**config.mk**
```make
export PLATFORM = sky130hd
export DESIGN_NAME = hwsem_bank
export DESIGN_NICKNAME = d
export VERILOG_FILES = /design/src/rtl/hwsem_pkg.sv /design/src/rtl/hwsem_port_dec.sv /design/src/rtl/hwsem_cell.sv /design/src/rtl/hwsem_rd_port.sv /design/src/rtl/hwsem_bank.sv
export SDC_FILE = /design/constraint.sdc
export NUM_CORES = 1
export LEC_CHECK = 0
export BUFFER_PORTS_ARGS = -buffer_cell sky130_fd_sc_hd__buf_2
export CAP_MARGIN = 40
export CORE_MARGIN = 1
export CORE_UTILIZATION = 34
export DETAILED_ROUTE_END_ITERATION = 10
export GPL_ROUTABILITY_DRIVEN = 0
export GPL_TIMING_DRIVEN = 0
export PLACE_DENSITY_LB_ADDON = 0.12
export SLEW_MARGIN = 10
export SYNTH_ARGS = -nofsm -noshare
export SYNTH_HDL_FRONTEND = slang
export SYNTH_SLANG_ARGS = --single-unit
export TNS_END_PERCENT = 100
```
**constraint.sdc**
```tcl
create_clock -name clk -period 1.5 [get_ports clk]
set_input_delay 0 -clock clk [delete_from_list [all_inputs] [get_ports clk]]
set_output_delay 0 -clock clk [all_outputs]
set_load 0.005 [all_outputs]
```
**src/rtl/hwsem_pkg.sv**
```systemverilog
package hwsem_pkg;

  typedef enum logic [1:0] {
    OWN_NONE  = 2'd0,
    OWN_LEFT  = 2'd1,
    OWN_RIGHT = 2'd2
  } owner_e;

  typedef struct packed {
    owner_e owner;
    logic   wait_l;
    logic   wait_r;
  } sem_st_t;

  localparam sem_st_t SEM_RESET = '{owner: OWN_NONE, wait_l: 1'b0, wait_r: 1'b0};

  // One port's write applied to one flag.
  function automatic sem_st_t sem_apply(sem_st_t s, logic from_left, logic val);
    sem_st_t n;
    owner_e  self_o;
    owner_e  other_o;
    logic    self_wait;
    logic    other_wait;
    n          = s;
    self_o     = from_left ? OWN_LEFT : OWN_RIGHT;
    other_o    = from_left ? OWN_RIGHT : OWN_LEFT;
    self_wait  = from_left ? s.wait_l : s.wait_r;
    other_wait = from_left ? s.wait_r : s.wait_l;
    if (!val) begin
      if (s.owner == OWN_NONE) begin
        n.owner = self_o;
      end else if (s.owner == other_o) begin
        if (from_left) n.wait_l = 1'b1;
        else           n.wait_r = 1'b1;
      end
    end else begin
      if (s.owner == self_o) begin
        if (other_wait) begin
          n.owner = other_o;
          if (from_left) n.wait_r = 1'b0;
          else           n.wait_l = 1'b0;
        end else begin
          n.owner = OWN_NONE;
        end
      end else if (self_wait) begin
        if (from_left) n.wait_l = 1'b0;
        else           n.wait_r = 1'b0;
      end
    end
    return n;
  endfunction

endpackage

```
**src/rtl/hwsem_port_dec.sv**
```systemverilog
module hwsem_port_dec #(
  parameter int NUM_SEM = 8,
  parameter int ADDR_W  = 3
) (
  input  logic               sel_n,
  input  logic               en_n,
  input  logic               wr_n,
  input  logic [ADDR_W-1:0]  addr,
  input  logic               wbit,
  output logic               rd_req,
  output logic [NUM_SEM-1:0] wr_hit,
  output logic               wr_val
);
  logic acc;
  logic wr_req;

  assign acc    = ~sel_n & en_n;
  assign rd_req = acc & wr_n;
  assign wr_req = acc & ~wr_n;
  assign wr_val = wbit;

  for (genvar i = 0; i < NUM_SEM; i++) begin : g_hit
    assign wr_hit[i] = wr_req && (addr == ADDR_W'(i));
  end
endmodule

```
**src/rtl/hwsem_cell.sv**
```systemverilog
module hwsem_cell
  import hwsem_pkg::*;
(
  input  logic clk,
  input  logic rst,
  input  logic l_wr,
  input  logic l_val,
  input  logic r_wr,
  input  logic r_val,
  output logic own_l,
  output logic own_r,
  output logic wait_l,
  output logic wait_r
);
  sem_st_t st_q;
  sem_st_t mid;
  sem_st_t nxt;

  // Left write resolves first, then right: gives the left-wins tie.
  always_comb begin
    mid = l_wr ? sem_apply(st_q, 1'b1, l_val) : st_q;
    nxt = r_wr ? sem_apply(mid, 1'b0, r_val) : mid;
  end

  always_ff @(posedge clk) begin
    if (rst) st_q <= SEM_RESET;
    else     st_q <= nxt;
  end

  assign own_l  = (st_q.owner == OWN_LEFT);
  assign own_r  = (st_q.owner == OWN_RIGHT);
  assign wait_l = st_q.wait_l;
  assign wait_r = st_q.wait_r;
endmodule

```
**src/rtl/hwsem_rd_port.sv**
```systemverilog
module hwsem_rd_port #(
  parameter int NUM_SEM = 8,
  parameter int ADDR_W  = 3,
  parameter int DATA_W  = 18
) (
  input  logic               clk,
  input  logic               rst,
  input  logic               rd_req,
  input  logic [ADDR_W-1:0]  addr,
  input  logic [NUM_SEM-1:0] own_vec,
  output logic [DATA_W-1:0]  rdata
);
  logic sel_own;

  always_comb begin
    sel_own = 1'b0;
    for (int i = 0; i < NUM_SEM; i++) begin
      if (addr == ADDR_W'(i)) sel_own = own_vec[i];
    end
  end

  always_ff @(posedge clk) begin
    if (rst)         rdata <= '1;
    else if (rd_req) rdata <= {DATA_W{~sel_own}};
  end
endmodule

```
**src/rtl/hwsem_bank.sv**
```systemverilog
module hwsem_bank #(
  parameter int NUM_SEM = 8,
  parameter int DATA_W  = 18,
  localparam int ADDR_W = $clog2(NUM_SEM)
) (
  input  logic              clk,
  input  logic              rst,
  input  logic              l_sel_n,
  input  logic              l_en_n,
  input  logic              l_wr_n,
  input  logic [ADDR_W-1:0] l_addr,
  input  logic              l_wbit,
  output logic [DATA_W-1:0] l_rdata,
  input  logic              r_sel_n,
  input  logic              r_en_n,
  input  logic              r_wr_n,
  input  logic [ADDR_W-1:0] r_addr,
  input  logic              r_wbit,
  output logic [DATA_W-1:0] r_rdata
);
  logic               l_rd, r_rd;
  logic               l_val, r_val;
  logic [NUM_SEM-1:0] l_hit, r_hit;
  logic [NUM_SEM-1:0] own_l_v, own_r_v, wait_l_v, wait_r_v;

  hwsem_port_dec #(.NUM_SEM(NUM_SEM), .ADDR_W(ADDR_W)) u_dec_l (
    .sel_n(l_sel_n), .en_n(l_en_n), .wr_n(l_wr_n), .addr(l_addr), .wbit(l_wbit),
    .rd_req(l_rd), .wr_hit(l_hit), .wr_val(l_val)
  );

  hwsem_port_dec #(.NUM_SEM(NUM_SEM), .ADDR_W(ADDR_W)) u_dec_r (
    .sel_n(r_sel_n), .en_n(r_en_n), .wr_n(r_wr_n), .addr(r_addr), .wbit(r_wbit),
    .rd_req(r_rd), .wr_hit(r_hit), .wr_val(r_val)
  );

  for (genvar i = 0; i < NUM_SEM; i++) begin : g_sem
    hwsem_cell u_cell (
      .clk(clk), .rst(rst),
      .l_wr(l_hit[i]), .l_val(l_val),
      .r_wr(r_hit[i]), .r_val(r_val),
      .own_l(own_l_v[i]), .own_r(own_r_v[i]),
      .wait_l(wait_l_v[i]), .wait_r(wait_r_v[i])
    );
  end

  hwsem_rd_port #(.NUM_SEM(NUM_SEM), .ADDR_W(ADDR_W), .DATA_W(DATA_W)) u_rd_l (
    .clk(clk), .rst(rst), .rd_req(l_rd), .addr(l_addr), .own_vec(own_l_v), .rdata(l_rdata)
  );

  hwsem_rd_port #(.NUM_SEM(NUM_SEM), .ADDR_W(ADDR_W), .DATA_W(DATA_W)) u_rd_r (
    .clk(clk), .rst(rst), .rd_req(r_rd), .addr(r_addr), .own_vec(own_r_v), .rdata(r_rdata)
  );
endmodule

```
# Word-level counts from Yosys, hierarchy flattened
# Cells that the tools add are included.
[word_totals] ff_bits=34 out_inout_bits=36 wordCells=278
[classes] n_eq_ne=46 muxes=160 n_bitwise=12 reduce_logical=34
[op_table] op="$mux W2" n=64
[op_table] op="$mux W4" n=24
[op_table] op="$mux W1" n=64
[op_table] op="$eq A2 B1 Y1 const B" n=16
[op_table] op="$eq A2 B2 Y1 const B" n=16
[op_table] op="$logic_not A2 Y1" n=16
[op_table] op="$eq A3 B3 Y1 const B" n=8
[op_table] op="$mux W3" n=8
[op_table] op="$logic_and A1 B1 Y1" n=16
[op_table] op="$eq A3 B2 Y1 const B" n=4
[op_table] op="$and A1 B1 Y1" n=6
[op_table] op="$eq A3 B1 Y1 const B" n=2
[op_table] op="$logic_not A3 Y1" n=2
[op_table] op="$not A1 Y1" n=6

# Depth between registers and ports, before layout
[logic_depth] ltp_word=10 mapped_depth=7

# By module
# A second synthesis with hierarchy kept.
[hier_totals] cells_unflattened=344 area_unflattened_um2=3052.9
[by_module_without_submodules] module="hwsem_cell" n_inst=8 cells_per_inst=33 area_each_um2=299.0
[by_module_without_submodules] module="hwsem_rd_port" n_inst=2 cells_per_inst=26 area_each_um2=229.0
[by_module_without_submodules] module="hwsem_port_dec" n_inst=2 cells_per_inst=14 area_each_um2=101.3

# Worst setup path after synthesis
# Ideal clock, no wire load.
[synth_path] path_kind="input port to flip-flop" from="input l_addr[2]" to="register g_sem[3].u_cell.st_q (netlist bit g_sem[3].u_cell.wait_r)" setup_ns=0.070 arrival_ns=1.634 required_ns=1.430 setup_slack_ns=-0.204 cell_stages=7 cell_sequence="buf_6 > or4b_4 > buf_6 > nor4_4 > a21oi_2 > or4b_1 > a21oi_1"
[synth_between] elab_chain_cells=8 elab_cells_between_ends=11 cone_classes="eq/ne (3); mux (6); reduce/logical (2)"
[synth_lines] item="start: declaration" line="hwsem_bank.sv:11" rtl="input logic [ADDR_W-1:0] l_addr,"
[synth_lines] item="$eq A3 B2 Y1 *" line="hwsem_port_dec.sv:23" rtl="assign wr_hit[i] = wr_req && (addr == ADDR_W'(i));"
[synth_lines] item="$logic_and A1 B1 Y1 *" line="hwsem_port_dec.sv:23"
[synth_lines] item="$mux W4 *" line="hwsem_cell.sv:21" rtl="mid = l_wr ? sem_apply(st_q, 1'b1, l_val) : st_q;"
[synth_lines] item="$eq A2 B1 Y1" line="hwsem_pkg.sv:32" rtl="end else if (s.owner == other_o) begin"
[synth_lines] item="$mux W1" line="hwsem_pkg.sv:32"
[synth_lines] item="$mux W1" line="hwsem_pkg.sv:30" rtl="if (s.owner == OWN_NONE) begin"
[synth_lines] item="$mux W1" line="hwsem_pkg.sv:29" rtl="if (!val) begin"
[synth_lines] item="$mux W4 *" line="hwsem_cell.sv:22" rtl="nxt = r_wr ? sem_apply(mid, 1'b0, r_val) : mid;"
[synth_lines] item="end signal: assignment" line="hwsem_cell.sv:27" rtl="else st_q <= nxt;"
[synth_lines] item="end: declaration" line="hwsem_cell.sv:15" rtl="sem_st_t st_q;"
# Mark *: on every way between the ends. The rest lies on a longest branch, timed or not.
# A chain may end at the register's enable or synchronous reset.

# Final worst setup path
[layout_path] from="register g_sem[2].u_cell.st_q[3] (netlist name)" to="register, netlist name u_rd_l.rdata[0]"
[layout_between] elab_chain_cells=8
[layout_lines] item="start: declaration" line="hwsem_cell.sv:15"
[layout_lines] item="start signal: assignment" line="hwsem_cell.sv:27"
[layout_lines] item="$eq A2 B1 Y1" line="hwsem_cell.sv:30" rtl="assign own_l = (st_q.owner == OWN_LEFT);"
[layout_lines] item="$mux W1 (6 in series)" line="hwsem_rd_port.sv:18" rtl="if (addr == ADDR_W'(i)) sel_own = own_vec[i];"
[layout_lines] item="$not A1 Y1" line="hwsem_rd_port.sv:24" rtl="else if (rd_req) rdata <= {DATA_W{~sel_own}};"
# No other way between the ends.

==> out/metrics.csv <==
stage,metric,value,unit
outcome,status,"complete, but fails checks",
outcome,violations,negative setup slack,
route,totalWireLength,8080,um
final_layout,syn_to_final_growth,28.4,%
floorplan,num_rows,31,
critical_path,cp_max_fo,5,
final_layout,fin_area,0.00334,sq mm
sta,slew_viol_final,0,
yosys,ys_types,63,
worst_hold_path,min_path_type,in2reg,
global_route,grt_max_degree,20,
power,p_per_area,602,mW/mm^2
sta,final.setup_skew,0.00613,ns
sta,timing.final.crit_share,1.04,
placement,io_buffers,46,
placement,dpl.cell_count,462,
final_layout,instances_no_fill,475,
placement,place_hpwl,5720,um
sta,layout_setup_ws,-0.0596,ns
critical_path,reg2reg_depth,4,
final_layout,diodes,0,
clocking,cts_hold_buf,0,
sta,rsz0062_at_grt,yes,
sta,clock.fmax,0.641,GHz
critical_path,endpoint_kind,register,
yosys,synth-warning-count,0,
power,p_leak,1.11,nW
yosys,post_synth.cell_area_avg,8.22,sq um
clocking,clkSinkCount,34,
clocking,clk_pin_slew,0.08,ns
route,wire_per_inst,17.0,um
critical_path,path_class,reg2reg,
clocking,root_buffer,clkbuf_8,
global_route,gr-total-overflow,0,
final_layout,drive_above_1_share,0.423,
sta,worst_pin_slew,0.639,ns
floorplan,core_area,0.00733,sq mm
placement,place_area,0.00301,sq mm
critical_path,crit_arrival,1.75,ns
global_route,grt_pass1_wl,12200,um
final_layout,utilization,0.455,
clocking,cts_buffers,5,
clocking,clk_path_buf_depth,2,
power,power,2.01,mW
yosys,synth_ff_type,dfxtp_1,
sta,timing.slew.headroom,0.573,
power,ir_worst_vdd,353,uV
floorplan,dieArea,0.00800,sq mm
final_layout,final_common_cell,buf_2,
yosys,synthCells,316,
floorplan,die_w,89.4,um
yosys,synth-seq-area-share,0.262,
floorplan,die_h,89.4,um
yosys,synth_seq_cells,34,
route,dr_total_vias,2704,
sta,finalSetupViolCount,3,
global_route,grt_usage,0.206,
global_route,grt_pass1_vias,2308,
sta,tns,-0.0894,ns
yosys,synth_edf_count,0,
clocking,htree_levels,2,
final_layout,layout_common_cells,"buf_2, buf_4, dfxtp_1",
critical_path,critPathLaunchType,register,
floorplan,initial_core_util,0.354,
route,drt-initial-drc-count,117,
sta,final_hold_viol_count,0,
global_route,grt_antenna_before_repair,0,
worst_hold_path,worstHoldPathCells,3,
clocking,cts_tree,done,
yosys,async_flop_share,0,
critical_path,crit_required,1.69,ns
yosys,syn_nets,332,
floorplan,ios,52,
yosys,synthesis.area,0.00260,sq mm
route,drtAntennaViolNets,0,
route,dr.pass1.iters,5,
final_layout,finish.net_count,391,
clocking,clk-insertion-delay-late,0.29,ns
sta,period_minus_slack,1.56,ns
route,drc,0,
route,viasPerCell,5.69,
job,maxCapViolCount,0,
critical path: stages (launching register included):
cell      delay, ns
dfxtp_4        0.37
nand2b_4       0.15
o21a_1         0.17
mux4_2         0.47
a221o_1        0.30
final timing paths:
check | endpoint | slack [ns] | startpoint
worst min register to register | g_sem[6].u_cell.wait_r$_SDFF_PP0_ | 0.54 | g_sem[6].u_cell.wait_r$_SDFF_PP0_
worst max-delay path | u_rd_l.rdata[0]$_SDFFE_PP1P_ | -0.06 | g_sem[2].u_cell.st_q[3]$_SDFF_PP0_
worst max register to register | u_rd_l.rdata[0]$_SDFFE_PP1P_ | -0.06 | g_sem[2].u_cell.st_q[3]$_SDFF_PP0_
worst min-delay path | g_sem[2].u_cell.wait_r$_SDFF_PP0_ | 0.06 | r_wbit
cell usage after synthesis (all sizes together), types with 9 or more instances:
cell	count	area share
nand2	18	0.026
a31oi	14	0.034
a41oi	11	0.037
buf	38	0.11
dfxtp	34	0.26
clkbuf	15	0.022
nand2b	9	0.022
nor2b	9	0.022
a21oi	17	0.036
nor2	25	0.036
sequential cells by signal (all words and copies together), names as in the netlist:
name / cells
u_rd_l.rdata: 1
u_rd_r.rdata: 1
g_sem.u_cell.wait_r: 8
g_sem.u_cell.wait_l: 8
g_sem.u_cell.st_q: 16
where the power goes:
part / total [mW] / leakage, nW / internal, mW / switching (mW)
Clock: 0.727 / 0.0482 / 0.371 / 0.356
Sequential: 0.924 / 0.281 / 0.904 / 0.0204
Combinational: 0.356 / 0.782 / 0.156 / 0.200
cell type report:
class	instances	area (sq um)
Fill cell	729	4000
Multi-Input combinational cell	220	1750
Sequential cell	34	703
Buffer	50	335
Timing Repair Buffer	55	303
Tap cell	99	124
Clock buffer	7	86.3
Inverter	9	33.8
Clock inverter	1	5.00
per-stage QoR:
step,hold slack [ns],setup WS (ns)
CTS,0.0654,-0.0485
detailed placement,0.370,-0.711
floorplan,0.180,-0.154
global placement,0.363,-0.749
global route,0.0699,-0.0738
finish,0.0605,-0.0596
logic make-up after synthesis:
| logic type | Yosys count | share of synthesized area |
|---|---|---|
| AOI/OAI and AO/OA | 100 | 0.297 |
| DFF | 34 | 0.262 |
| and+or+nand+nor | 112 | 0.259 |
| muxes | 8 | 0.0376 |
| buffers and inverters | 62 | 0.144 |
routing by layer:
layer | part of all wire | track usage
met1 | 0.48 | 0.283
met2 | 0.45 | 0.331
met3 | 0.061 | 0.0342
met4 | 0.014 | 0.0606
met5 | 0 | 0
what timing repair did:
action | CTS | global route
cloned | 0 | 0
buffers inserted | 4 | 4
gates resized for setup | 38 | 20
pin swaps | 4 | 6
endpoints found under the setup margin | 24 | 20
(Power assumes the default switching activity.)
